## config.mk

```make
export PLATFORM = sky130hd
export DESIGN_NAME = qspi_indirect_ctrl
export DESIGN_NICKNAME = d
export VERILOG_FILES = /design/src/rtl/qspi_pkg.sv /design/src/rtl/qspi_rx_fifo.sv /design/src/rtl/qspi_regs.sv /design/src/rtl/qspi_seq.sv /design/src/rtl/qspi_indirect_ctrl.sv
export SDC_FILE = /design/constraint.sdc
export NUM_CORES = 1
export LEC_CHECK = 0
export BUFFER_PORTS_ARGS = -buffer_cell sky130_fd_sc_hd__buf_4
export CORE_MARGIN = 2
export CORE_UTILIZATION = 45
export DETAILED_ROUTE_END_ITERATION = 12
export SLEW_MARGIN = 20
export SYNTH_ARGS = -nofsm -noshare
export SYNTH_HDL_FRONTEND = slang
export SYNTH_HIERARCHICAL = 1
export SYNTH_SLANG_ARGS = --single-unit
```

## constraint.sdc

```tcl
create_clock -name clk -period 3 [get_ports clk]
set_clock_uncertainty 0.1 [all_clocks]
set_input_delay 0.3 -clock clk [delete_from_list [all_inputs] [get_ports clk]]
set_output_delay 0.3 -clock clk [all_outputs]
set_load 0.1 [all_outputs]
```

## src/rtl/qspi_pkg.sv

```systemverilog
// Shared types and helpers for the quad-lane indirect read controller.
// Assumes lane codes: 0 off, 1 one lane, 2 two lanes, 3 four lanes.
package qspi_pkg;

    localparam int DUMMY_W = 5;

    localparam logic [2:0] OFF_CTRL   = 3'd0;
    localparam logic [2:0] OFF_STATUS = 3'd1;
    localparam logic [2:0] OFF_FCLR   = 3'd2;
    localparam logic [2:0] OFF_DLEN   = 3'd3;
    localparam logic [2:0] OFF_CFG    = 3'd4;
    localparam logic [2:0] OFF_ADDR   = 3'd5;
    localparam logic [2:0] OFF_DATA   = 3'd6;

    typedef enum logic [1:0] {
        LN_NONE = 2'd0,
        LN_ONE  = 2'd1,
        LN_TWO  = 2'd2,
        LN_FOUR = 2'd3
    } lane_mode_e;

    // Order matters: the sequencer compares states to pick the next phase.
    typedef enum logic [2:0] {
        SQ_IDLE     = 3'd0,
        SQ_CS_SETUP = 3'd1,
        SQ_INSTR    = 3'd2,
        SQ_ADDR     = 3'd3,
        SQ_DUMMY    = 3'd4,
        SQ_DATA     = 3'd5,
        SQ_CS_HOLD  = 3'd6
    } seq_state_e;

    typedef struct packed {
        logic [7:0]         instr;
        lane_mode_e         imode;
        lane_mode_e         amode;
        logic [1:0]         asize;
        logic [DUMMY_W-1:0] dummy;
        lane_mode_e         dmode;
    } xfer_cfg_t;

    // log2 of the lane count; an off phase never shifts.
    function automatic logic [1:0] lane_shift(lane_mode_e m);
        case (m)
            LN_TWO:  return 2'd1;
            LN_FOUR: return 2'd2;
            default: return 2'd0;
        endcase
    endfunction

    function automatic logic [2:0] lane_count(lane_mode_e m);
        case (m)
            LN_ONE:  return 3'd1;
            LN_TWO:  return 3'd2;
            LN_FOUR: return 3'd4;
            default: return 3'd0;
        endcase
    endfunction

    function automatic logic [5:0] addr_bits(logic [1:0] sz);
        return 6'(({4'd0, sz} + 6'd1) << 3);
    endfunction

endpackage

```

## src/rtl/qspi_rx_fifo.sv

```systemverilog
// Receive queue between the serial sequencer and the register port.
// Assumes DEPTH is a power of two; the pointers wrap naturally.
module qspi_rx_fifo #(
    parameter int DEPTH = 8,
    parameter int W     = 8,
    localparam int PTR_W = (DEPTH > 1) ? $clog2(DEPTH) : 1,
    localparam int LVL_W = $clog2(DEPTH + 1)
) (
    input  logic             clk,
    input  logic             rst_n,
    input  logic             push,
    input  logic [W-1:0]     push_data,
    input  logic             pop,
    output logic [W-1:0]     rdata,
    output logic [LVL_W-1:0] level,
    output logic             full,
    output logic             empty
);

    logic [W-1:0]     mem [DEPTH];
    logic [PTR_W-1:0] wptr, rptr;

    assign full  = (level == LVL_W'(DEPTH));
    assign empty = (level == '0);
    assign rdata = mem[rptr];

    // Storage write, no reset needed on the data array.
    always_ff @(posedge clk) begin
        if (push) mem[wptr] <= push_data;
    end

    // Pointer and level bookkeeping.
    always_ff @(posedge clk) begin
        if (!rst_n) begin
            wptr  <= '0;
            rptr  <= '0;
            level <= '0;
        end else begin
            if (push) wptr <= wptr + 1'b1;
            if (pop)  rptr <= rptr + 1'b1;
            case ({push, pop})
                2'b10:   level <= level + 1'b1;
                2'b01:   level <= level - 1'b1;
                default: level <= level;
            endcase
        end
    end

    AST_NO_OVERFLOW: assert property (@(posedge clk) disable iff (!rst_n)
        push |-> !full);
    AST_NO_UNDERFLOW: assert property (@(posedge clk) disable iff (!rst_n)
        pop |-> !empty);

endmodule

```

## src/rtl/qspi_regs.sv

```systemverilog
// Register port: holds setup, launches on the completing write, exposes
// status flags and the data pop. Assumes single-cycle read strobes.
module qspi_regs
    import qspi_pkg::*;
#(
    parameter int DLEN_W = 16,
    parameter int LVL_W  = 4
) (
    input  logic              clk,
    input  logic              rst_n,
    input  logic              reg_we,
    input  logic              reg_re,
    input  logic [2:0]        reg_addr,
    input  logic [31:0]       reg_wdata,
    output logic [31:0]       reg_rdata,
    input  logic              seq_busy,
    input  logic              seq_done,
    input  logic [LVL_W-1:0]  fifo_level,
    input  logic [7:0]        fifo_rdata,
    input  logic              fifo_empty,
    output logic              fifo_pop,
    output logic              start,
    output xfer_cfg_t         cfg,
    output logic [DLEN_W-1:0] dlen,
    output logic [31:0]       addr
);

    logic [3:0] thresh_q;
    logic       start_q, done_q;
    logic       busy_all, wr_ok, thr_flag, launch;
    xfer_cfg_t  cfg_new;

    assign busy_all = seq_busy | start_q;
    assign wr_ok    = reg_we && !busy_all;
    assign start    = start_q;
    assign fifo_pop = reg_re && (reg_addr == OFF_DATA) && !fifo_empty;
    assign thr_flag = (32'(fifo_level) >= (32'(thresh_q) + 32'd1));

    // Decode of a configuration write into its fields.
    always_comb begin
        cfg_new.instr = reg_wdata[7:0];
        cfg_new.imode = lane_mode_e'(reg_wdata[9:8]);
        cfg_new.amode = lane_mode_e'(reg_wdata[11:10]);
        cfg_new.asize = reg_wdata[13:12];
        cfg_new.dummy = reg_wdata[18:14];
        cfg_new.dmode = lane_mode_e'(reg_wdata[21:20]);
    end

    // Launch when the last required register of the setup is written.
    always_comb begin
        launch = 1'b0;
        if (wr_ok && reg_addr == OFF_ADDR && cfg.amode != LN_NONE) launch = 1'b1;
        if (wr_ok && reg_addr == OFF_CFG && cfg_new.amode == LN_NONE) launch = 1'b1;
    end

    // Setup registers, launch pulse and done flag.
    always_ff @(posedge clk) begin
        if (!rst_n) begin
            thresh_q <= '0;
            cfg      <= '0;
            dlen     <= '0;
            addr     <= '0;
            start_q  <= 1'b0;
            done_q   <= 1'b0;
        end else begin
            start_q <= launch;
            if (reg_we && reg_addr == OFF_CTRL) thresh_q <= reg_wdata[3:0];
            if (wr_ok && reg_addr == OFF_CFG)   cfg      <= cfg_new;
            if (wr_ok && reg_addr == OFF_DLEN)  dlen     <= reg_wdata[DLEN_W-1:0];
            if (wr_ok && reg_addr == OFF_ADDR)  addr     <= reg_wdata;
            if (seq_done)
                done_q <= 1'b1;
            else if (reg_we && reg_addr == OFF_FCLR && reg_wdata[2])
                done_q <= 1'b0;
        end
    end

    // Read mux.
    always_comb begin
        reg_rdata = '0;
        case (reg_addr)
            OFF_CTRL:   reg_rdata = {28'd0, thresh_q};
            OFF_STATUS: reg_rdata = {16'd0, 8'(fifo_level), 5'd0, done_q, thr_flag, busy_all};
            OFF_DLEN:   reg_rdata = 32'(dlen);
            OFF_CFG:    reg_rdata = {10'd0, cfg.dmode, 1'b0, cfg.dummy, cfg.asize,
                                     cfg.amode, cfg.imode, cfg.instr};
            OFF_ADDR:   reg_rdata = addr;
            OFF_DATA:   reg_rdata = fifo_empty ? 32'd0 : {24'd0, fifo_rdata};
            default:    reg_rdata = '0;
        endcase
    end

    AST_START_ONLY_IDLE: assert property (@(posedge clk) disable iff (!rst_n)
        start_q |-> !seq_busy);
    AST_DONE_AT_END: assert property (@(posedge clk) disable iff (!rst_n)
        $fell(seq_busy) |-> done_q);

endmodule

```

## src/rtl/qspi_seq.sv

```systemverilog
// Phase sequencer: chip-select, mode-0 serial clock at clk/2, per-phase
// lane mapping and receive shifting. Assumes cfg/addr/dlen are stable
// while start is high; they are latched at launch.
module qspi_seq
    import qspi_pkg::*;
#(
    parameter int DLEN_W = 16
) (
    input  logic              clk,
    input  logic              rst_n,
    input  logic              start,
    input  xfer_cfg_t         cfg,
    input  logic [DLEN_W-1:0] dlen,
    input  logic [31:0]       addr,
    input  logic              fifo_full,
    output logic              push,
    output logic [7:0]        push_data,
    output logic              busy,
    output logic              done,
    output logic              sck,
    output logic              cs_n,
    output logic [3:0]        io_out,
    output logic [3:0]        io_oe,
    input  logic [3:0]        io_in
);

    seq_state_e        state, follow;
    xfer_cfg_t         cfg_q;
    logic [31:0]       addr_q, sh, follow_sh;
    logic [DLEN_W-1:0] dlen_q, bytes_left;
    logic [5:0]        clk_left, follow_clks, abits;
    logic [3:0]        byte_clk, cpb;
    logic [7:0]        rx_sh, rx_next;
    logic              sck_q, cs_n_q, stall;
    lane_mode_e        out_mode;

    assign abits = addr_bits(cfg_q.asize);
    assign cpb   = 4'(4'd8 >> lane_shift(cfg_q.dmode));
    assign busy  = (state != SQ_IDLE);
    assign done  = (state == SQ_CS_HOLD);
    assign sck   = sck_q;
    assign cs_n  = cs_n_q;
    assign stall = (state == SQ_DATA) && !sck_q && (byte_clk == cpb) && fifo_full;
    assign push  = (state == SQ_DATA) && !sck_q && !stall && (byte_clk == 4'd1);
    assign push_data = rx_next;

    // Next enabled phase after the current state, with its load values.
    always_comb begin
        follow = SQ_CS_HOLD;
        if (cfg_q.dmode != LN_NONE && state < SQ_DATA)  follow = SQ_DATA;
        if (cfg_q.dummy != '0      && state < SQ_DUMMY) follow = SQ_DUMMY;
        if (cfg_q.amode != LN_NONE && state < SQ_ADDR)  follow = SQ_ADDR;
        if (cfg_q.imode != LN_NONE && state < SQ_INSTR) follow = SQ_INSTR;
        case (follow)
            SQ_INSTR: begin
                follow_clks = 6'(6'd8 >> lane_shift(cfg_q.imode));
                follow_sh   = {cfg_q.instr, 24'd0};
            end
            SQ_ADDR: begin
                follow_clks = 6'(abits >> lane_shift(cfg_q.amode));
                follow_sh   = addr_q << (6'd32 - abits);
            end
            SQ_DUMMY: begin
                follow_clks = 6'(cfg_q.dummy);
                follow_sh   = '0;
            end
            default: begin
                follow_clks = '0;
                follow_sh   = '0;
            end
        endcase
    end

    // Receive shift: gather the lanes of the data phase, MSB first.
    always_comb begin
        case (cfg_q.dmode)
            LN_TWO:  rx_next = {rx_sh[5:0], io_in[1:0]};
            LN_FOUR: rx_next = {rx_sh[3:0], io_in[3:0]};
            default: rx_next = {rx_sh[6:0], io_in[1]};
        endcase
    end

    // Output lane mapping for the transmitting phases.
    always_comb begin
        out_mode = LN_NONE;
        if (state == SQ_INSTR) out_mode = cfg_q.imode;
        if (state == SQ_ADDR)  out_mode = cfg_q.amode;
        case (out_mode)
            LN_ONE:  begin io_out = {3'd0, sh[31]};    io_oe = 4'b0001; end
            LN_TWO:  begin io_out = {2'd0, sh[31:30]}; io_oe = 4'b0011; end
            LN_FOUR: begin io_out = sh[31:28];         io_oe = 4'b1111; end
            default: begin io_out = 4'd0;              io_oe = 4'b0000; end
        endcase
    end

    // Phase state machine with the clock, counters and shift registers.
    always_ff @(posedge clk) begin
        if (!rst_n) begin
            state      <= SQ_IDLE;
            cfg_q      <= '0;
            addr_q     <= '0;
            dlen_q     <= '0;
            sh         <= '0;
            clk_left   <= '0;
            byte_clk   <= '0;
            bytes_left <= '0;
            rx_sh      <= '0;
            sck_q      <= 1'b0;
            cs_n_q     <= 1'b1;
        end else begin
            case (state)
                SQ_IDLE: begin
                    if (start) begin
                        cfg_q  <= cfg;
                        addr_q <= addr;
                        dlen_q <= dlen;
                        cs_n_q <= 1'b0;
                        state  <= SQ_CS_SETUP;
                    end
                end
                SQ_CS_SETUP: begin
                    state      <= follow;
                    clk_left   <= follow_clks;
                    sh         <= follow_sh;
                    byte_clk   <= cpb;
                    bytes_left <= dlen_q;
                end
                SQ_INSTR, SQ_ADDR, SQ_DUMMY: begin
                    if (!sck_q) begin
                        sck_q <= 1'b1;
                    end else begin
                        sck_q <= 1'b0;
                        if (clk_left == 6'd1) begin
                            state      <= follow;
                            clk_left   <= follow_clks;
                            sh         <= follow_sh;
                            byte_clk   <= cpb;
                            bytes_left <= dlen_q;
                        end else begin
                            clk_left <= clk_left - 1'b1;
                            sh       <= sh << lane_count(out_mode);
                        end
                    end
                end
                SQ_DATA: begin
                    if (!sck_q) begin
                        if (!stall) begin
                            sck_q <= 1'b1;
                            rx_sh <= rx_next;
                        end
                    end else begin
                        sck_q <= 1'b0;
                        if (byte_clk == 4'd1) begin
                            if (bytes_left == '0) begin
                                state <= SQ_CS_HOLD;
                            end else begin
                                bytes_left <= bytes_left - 1'b1;
                                byte_clk   <= cpb;
                            end
                        end else begin
                            byte_clk <= byte_clk - 1'b1;
                        end
                    end
                end
                SQ_CS_HOLD: begin
                    cs_n_q <= 1'b1;
                    state  <= SQ_IDLE;
                end
                default: state <= SQ_IDLE;
            endcase
        end
    end

    AST_SCK_NEEDS_CS: assert property (@(posedge clk) disable iff (!rst_n)
        sck_q |-> !cs_n_q);
    AST_IO_STABLE_HIGH: assert property (@(posedge clk) disable iff (!rst_n)
        sck_q |-> $stable(io_out));
    AST_IDLE_QUIET: assert property (@(posedge clk) disable iff (!rst_n)
        cs_n_q |-> (!sck_q && io_oe == 4'b0000));
    AST_STALL_HOLDS: assert property (@(posedge clk) disable iff (!rst_n)
        (stall && !push) |=> !sck_q);

endmodule

```

## src/rtl/qspi_indirect_ctrl.sv

```systemverilog
// Top: register port, phase sequencer and receive queue of the quad-lane
// indirect read controller. Assumes FIFO_DEPTH is a power of two.
module qspi_indirect_ctrl
    import qspi_pkg::*;
#(
    parameter int FIFO_DEPTH = 8,
    parameter int DLEN_W     = 16
) (
    input  logic        clk,
    input  logic        rst_n,
    input  logic        reg_we,
    input  logic        reg_re,
    input  logic [2:0]  reg_addr,
    input  logic [31:0] reg_wdata,
    output logic [31:0] reg_rdata,
    output logic        sck,
    output logic        cs_n,
    output logic [3:0]  io_out,
    output logic [3:0]  io_oe,
    input  logic [3:0]  io_in
);

    localparam int LVL_W = $clog2(FIFO_DEPTH + 1);

    xfer_cfg_t         cfg;
    logic [DLEN_W-1:0] dlen;
    logic [31:0]       addr;
    logic              start, seq_busy, seq_done;
    logic              push, pop, full, empty;
    logic [7:0]        push_data, fifo_rdata;
    logic [LVL_W-1:0]  level;

    qspi_regs #(.DLEN_W(DLEN_W), .LVL_W(LVL_W)) u_regs (
        .clk        (clk),
        .rst_n      (rst_n),
        .reg_we     (reg_we),
        .reg_re     (reg_re),
        .reg_addr   (reg_addr),
        .reg_wdata  (reg_wdata),
        .reg_rdata  (reg_rdata),
        .seq_busy   (seq_busy),
        .seq_done   (seq_done),
        .fifo_level (level),
        .fifo_rdata (fifo_rdata),
        .fifo_empty (empty),
        .fifo_pop   (pop),
        .start      (start),
        .cfg        (cfg),
        .dlen       (dlen),
        .addr       (addr)
    );

    qspi_seq #(.DLEN_W(DLEN_W)) u_seq (
        .clk       (clk),
        .rst_n     (rst_n),
        .start     (start),
        .cfg       (cfg),
        .dlen      (dlen),
        .addr      (addr),
        .fifo_full (full),
        .push      (push),
        .push_data (push_data),
        .busy      (seq_busy),
        .done      (seq_done),
        .sck       (sck),
        .cs_n      (cs_n),
        .io_out    (io_out),
        .io_oe     (io_oe),
        .io_in     (io_in)
    );

    qspi_rx_fifo #(.DEPTH(FIFO_DEPTH), .W(8)) u_fifo (
        .clk       (clk),
        .rst_n     (rst_n),
        .push      (push),
        .push_data (push_data),
        .pop       (pop),
        .rdata     (fifo_rdata),
        .level     (level),
        .full      (full),
        .empty     (empty)
    );

endmodule

```

; ---- Word-level counts from Yosys, hierarchy flattened
; Memory sizes are Yosys's and may differ from the RTL's. A register that Yosys moved wholly into a read port is not among the register bits.
; Index checks and enable logic that the tools add are counted.
[classes]
add_sub_neg = 10
magnitude_cmp = 5
n_eq_ne = 38
shift = 5
muxes = 63
bitwise = 3
reduce_logical = 49
[op_table]
columns = operator, n
row1 = $pmux W32 S6, 1
row2 = $pmux W32 S2, 2
row3 = $mux W16, 5
row4 = $mux W32, 2
row5 = $pmux W16 S3, 1
row6 = $mux W3, 14
row7 = $pmux W4 S3, 3
row8 = $ge A4 B32 Y1, 1
row9 = $shl A32 B3 Y32, 1
row10 = $shl A32 B6 Y32, 1
row11 = $eq A3 B3 Y1 const B, 7
row12 = $logic_and A1 B1 Y1, 20
row13 = $mux W4, 5
row14 = $eq A2 B2 Y1 const B, 9
row15 = $eq A3 B2 Y1 const B, 6
row16 = $pmux W6 S3, 1
row17 = $reduce_bool A2 Y1, 9
row18 = $logic_not A16 Y1, 1
row19 = $pmux W8 S2, 1
row20 = $sub A16 B1 Y16 const B, 1
row21 = $mux W2, 6
row22 = $mux W6, 2
row23 = $pmux W2 S2, 3
row24 = $pmux W3 S4, 1
row25 = other kinds (40), 70
[totals]
reg_bits = 224
mem_bits_rw = 64
in_bits = 43
output_inout_bits = 42
wordCells = 204
n_memories = 1
[memory_table]
columns = name, words, width, read_ports, rd_clocked_by_memory_dff, write_ports, line_no
row1 = u_fifo.mem, 8, 8, 1, 1, 1, qspi_rx_fifo.sv:20  ; logic [W-1:0] mem [DEPTH];

; ---- Depth between registers and ports, before layout
[logic_depth]
ltp_word = 13
ltp_mapped = 14
depth_no_buf = 13

; ---- Modules after synthesis
; The synthesis kept the hierarchy.
[modules_own_cells]
columns = mod, instances, cells_each, area_each_um2, seq_area_each_um2
row1 = qspi_seq, 1, 1018, 8444.3, 2782.7
row2 = qspi_regs, 1, 473, 3988.8, 1501.4
row3 = qspi_rx_fifo, 1, 163, 3116.7, 2182.1

; ---- Worst setup path before layout
; Ideal clock, no wire load.
[synth_timing]
path_type = flip-flop to output port
start = register with a tool-made name
end = output reg_rdata[5]
arrival_ns = 3.311
t_required_ns = 2.600
path_slack_ns = -0.711
path_stages_with_launch = 8
path_buffers = 2
cell_sequence = dfxtp_1 > clkbuf_1 > buf_2 > mux4_1 > mux2_2 > and3b_1 > o21ai_0 > o21ai_0
[synth_rtl]
columns = item, line_no
row1 = end: declaration, qspi_indirect_ctrl.sv:15  ; output logic [31:0] reg_rdata,

==> flow_metrics.tcl <==
set metrics [dict create \
    gp_congestion 0.898 \
    rsz0062_at_grt "yes" \
    clock-sinks 291 \
    cts_tree "done" \
    viasPerCell 5.96 \
    grt_pass1_vias 12400 \
    synthArstFlopShare_pct 0 \
    instances_no_fill 2233 \
    maxCapViolations 0 \
    pwr_density_cell_nw_per_um2 584 \
    p_leak_nw 6.40 \
    io-pin-count 85 \
    max_stage_delay_ns 0.48 \
    placed_cell_area_sq_um 16700 \
    drt-initial-drc-count 1359 \
    synth_cell_type_count 98 \
    synth-seq-area-share_pct 41.6 \
    mostFrequentLayoutCell "dfxtp_1" \
    end_kind "output port" \
    ys_seq_elements 291 \
    clk_latency_ns 0.53 \
    status "finished with violations" \
    fin_crit_ns 3.01 \
    core_area_sq_um 34300 \
    io_buffers 84 \
    setup_violations 1 \
    crit_fanout 7 \
    fmax_mhz 332 \
    netlist_instances 1654 \
    cts_buffers 35 \
    design_area_sq_um 18400 \
    grt_pass1_wl_mm 71.1 \
    final_nets 1817 \
    cpLargestDelayFamily "multiplexers" \
    total_power_mw 10.7 \
    htreeDepth 2 \
    finalCritPeriodShare_pct 100 \
    dp_hpwl_mm 31.5 \
    clk_pin_slew_ns 0.06 \
    dp.cells 2135 \
    syn_to_final_growth_pct 18.1 \
    antenna_found_initial 1 \
    wl_mm 45.5 \
    crit_path_cell_trace "buf_12 -> buf_6 -> mux4_2 -> mux2_4 -> a32oi_2 -> o22ai_2 -> buf_12" \
    fin_hold_ws_ns 0.107 \
    relSlewSlack_pct 37.1 \
    synth_area_sq_um 15500 \
    dp_slack_ns 0.130 \
    synth_enable_flop_cells 64 \
    drive_gt1_share_pct 20.0 \
    multi_input_area_sq_um 8350 \
    startpoint_type "register" \
    setup_slack_ns -0.0125 \
    worst_pin_slew_ns 0.942 \
    hp-class "primary input to register" \
    synthFlopType "dfxtp_1" \
    overflow 0 \
    cp_common_cell "buf_12" \
    via_count 13300 \
    critPathSlowestCell "mux4_2" \
    failed_checks "negative setup slack" \
    dieHeight_microns 190 \
    rows 68 \
    syn-num-nets 1720 \
    drt_first_pass_iters 5 \
    grt_util_all_layers_pct 24.8 \
    final_util_pct 53.6 \
    post_drt_wl_per_cell_microns 20.4 \
    die_area_sq_um 36100 \
    max-clock-path-buffers 3 \
    worstPathArrival_ns 2.61 \
    clockRootBuffer "clkbuf_16" \
    layout_common_cells "dfxtp_1, nand2_1, buf_4, a21oi_1, o21ai_0" \
    drc 0 \
    ant_nets 0 \
    path_buf_inv 3 \
    regArea_sq_um 6470 \
    start_util_pct 45.4 \
    die_x_microns 190 \
    yosys_warnings 6 \
    tns_ns -0.0125 \
    ir_drop_mv 0.470 \
    finalHoldViolations 0 \
    grt_max_degree 70 \
    slew_violations 0 \
    nFillCells 3133 \
    worstPathRequired_ns 2.60 \
    syn_avg_cell_area_sq_um 9.40 \
    path_class "register to output port" \
]
[worst register-to-register path, stage by stage (launching register included)]
cell	delay (ns)
dfxtp_1	0.36
nor3b_1	0.16
o21ai_0	0.15
nand2_1	0.07
a311o_1	0.40
nor2_4	0.11
inv_1	0.09
ha_1	0.23
xor2_1	0.15
ha_1	0.17
a21oi_1	0.15
xor2_1	0.09
or3_1	0.30
a21boi_0	0.17
[timing repair]
item,in CTS,in global routing
endpoints found under the setup margin,8,10
resized for setup,19,38
gates cloned,0,1
setup buffers,0,1
hold endpoints to repair,72,0
hold buffers,32,0
pin swaps,2,6
[cells in the mapped netlist, drive strengths merged (4+ instances only)]
library cell | n | area, sq um
nand2 | 217 | 817
nor4 | 6 | 50.0
o22ai | 8 | 50.1
edfxtp | 64 | 1920
nor2b | 29 | 181
nor3 | 19 | 138
and3b | 9 | 78.8
or2 | 6 | 37.5
a211oi | 5 | 42.5
nor2 | 69 | 259
mux2i | 64 | 641
or3b | 4 | 40.0
nor4b | 4 | 56.3
o21ai | 136 | 681
nor3b | 13 | 113
and2 | 25 | 156
o211ai | 5 | 37.5
or3 | 5 | 31.3
a31oi | 9 | 56.3
nand3 | 83 | 428
xor2 | 5 | 43.8
xnor2 | 5 | 43.8
a21boi | 71 | 533
mux2 | 28 | 315
a21oi | 154 | 774
buf | 73 | 459
a22oi | 15 | 126
ha | 23 | 288
o31ai | 11 | 96.3
dfxtp | 227 | 4540
mux4 | 46 | 1090
o221ai | 4 | 41.3
nand3b | 8 | 60.1
a31o | 5 | 43.8
inv | 24 | 90.1
clkbuf | 69 | 268
a32oi | 10 | 87.6
nand2b | 8 | 50.1
a221oi | 10 | 87.6
nand4 | 7 | 43.8
a22o | 19 | 168
[registers in the layout (all words and copies together), names as in the netlist, named ones only]
signal            cells
u_fifo/level          4
u_fifo/mem           64
u_fifo/rptr           3
u_fifo/wptr           3
u_regs/addr          32
u_regs/cfg           21
u_regs/dlen          16
u_regs/done_q         1
u_regs/start          1
u_regs/thresh_q       4
u_seq/addr_q         32
u_seq/byte_clk        4
u_seq/bytes_left     16
u_seq/cfg_q          21
u_seq/clk_left        6
u_seq/cs_n            1
u_seq/dlen_q         16
u_seq/rx_sh           7
u_seq/sck             1
u_seq/sh             32
u_seq/state           3
[metal layers]
metal / routed length (microns) / global-route usage, %
met1: 21500 / 36.8
met2: 20100 / 37.3
met3: 2710 / 3.93
met4: 1120 / 6.86
met5: 8 / 0
[kinds of logic (layout without fill, tap and decap cells)]
| kind of cell | Yosys count | in the layout | share of synthesized area (%) |
|---|---|---|---|
| AND/OR/NAND/NOR | 524 | 524 | 17.0 |
| other | 0 | 1 | 0 |
| adder cells (fa/ha/maj) | 23 | 23 | 1.85 |
| flip-flops | 291 | 291 | 41.6 |
| buffers and inverters | 166 | 289 | 5.25 |
| XOR/XNOR | 10 | 10 | 0.563 |
| AO/OA/AOI/OAI | 502 | 502 | 20.6 |
| multiplexers | 138 | 138 | 13.2 |
[final timing paths]
check	from	to	slack, ns	depth (start not counted)
min reg2reg	u_seq/addr_q[31]$_SDFFE_PN0P_	u_seq/addr_q[31]$_SDFFE_PN0P_	0.35	2
min	rst_n	u_regs/done_q$_SDFFE_PN0P_	0.11	2
max	register	reg_rdata[6]	-0.01	7
max reg2reg	u_seq/byte_clk[3]$_SDFFE_PN0P_	u_fifo/level[2]$_SDFFE_PN0P_	0.24	13
[where the power goes]
group	total, mW	switching [mW]	internal (mW)	leakage (nW)
Combinational	2.09	1.25	0.834	3.42
Sequential	4.50	0.279	4.22	2.43
Clock	4.14	1.68	2.46	0.554
[final cells by class]
| class | instances | share of cell area, % |
|---|---|---|
| clock inverters | 11 | 0.566 |
| flip-flops and latches | 291 | 35.3 |
| diodes | 1 | 0.0136 |
| multi-input cells | 1197 | 45.5 |
| inverters | 24 | 0.491 |
| clock buffers | 52 | 5.57 |
| repair buffers | 202 | 9.55 |
| well taps | 455 | 3.10 |
(Power assumes the default switching activity.)
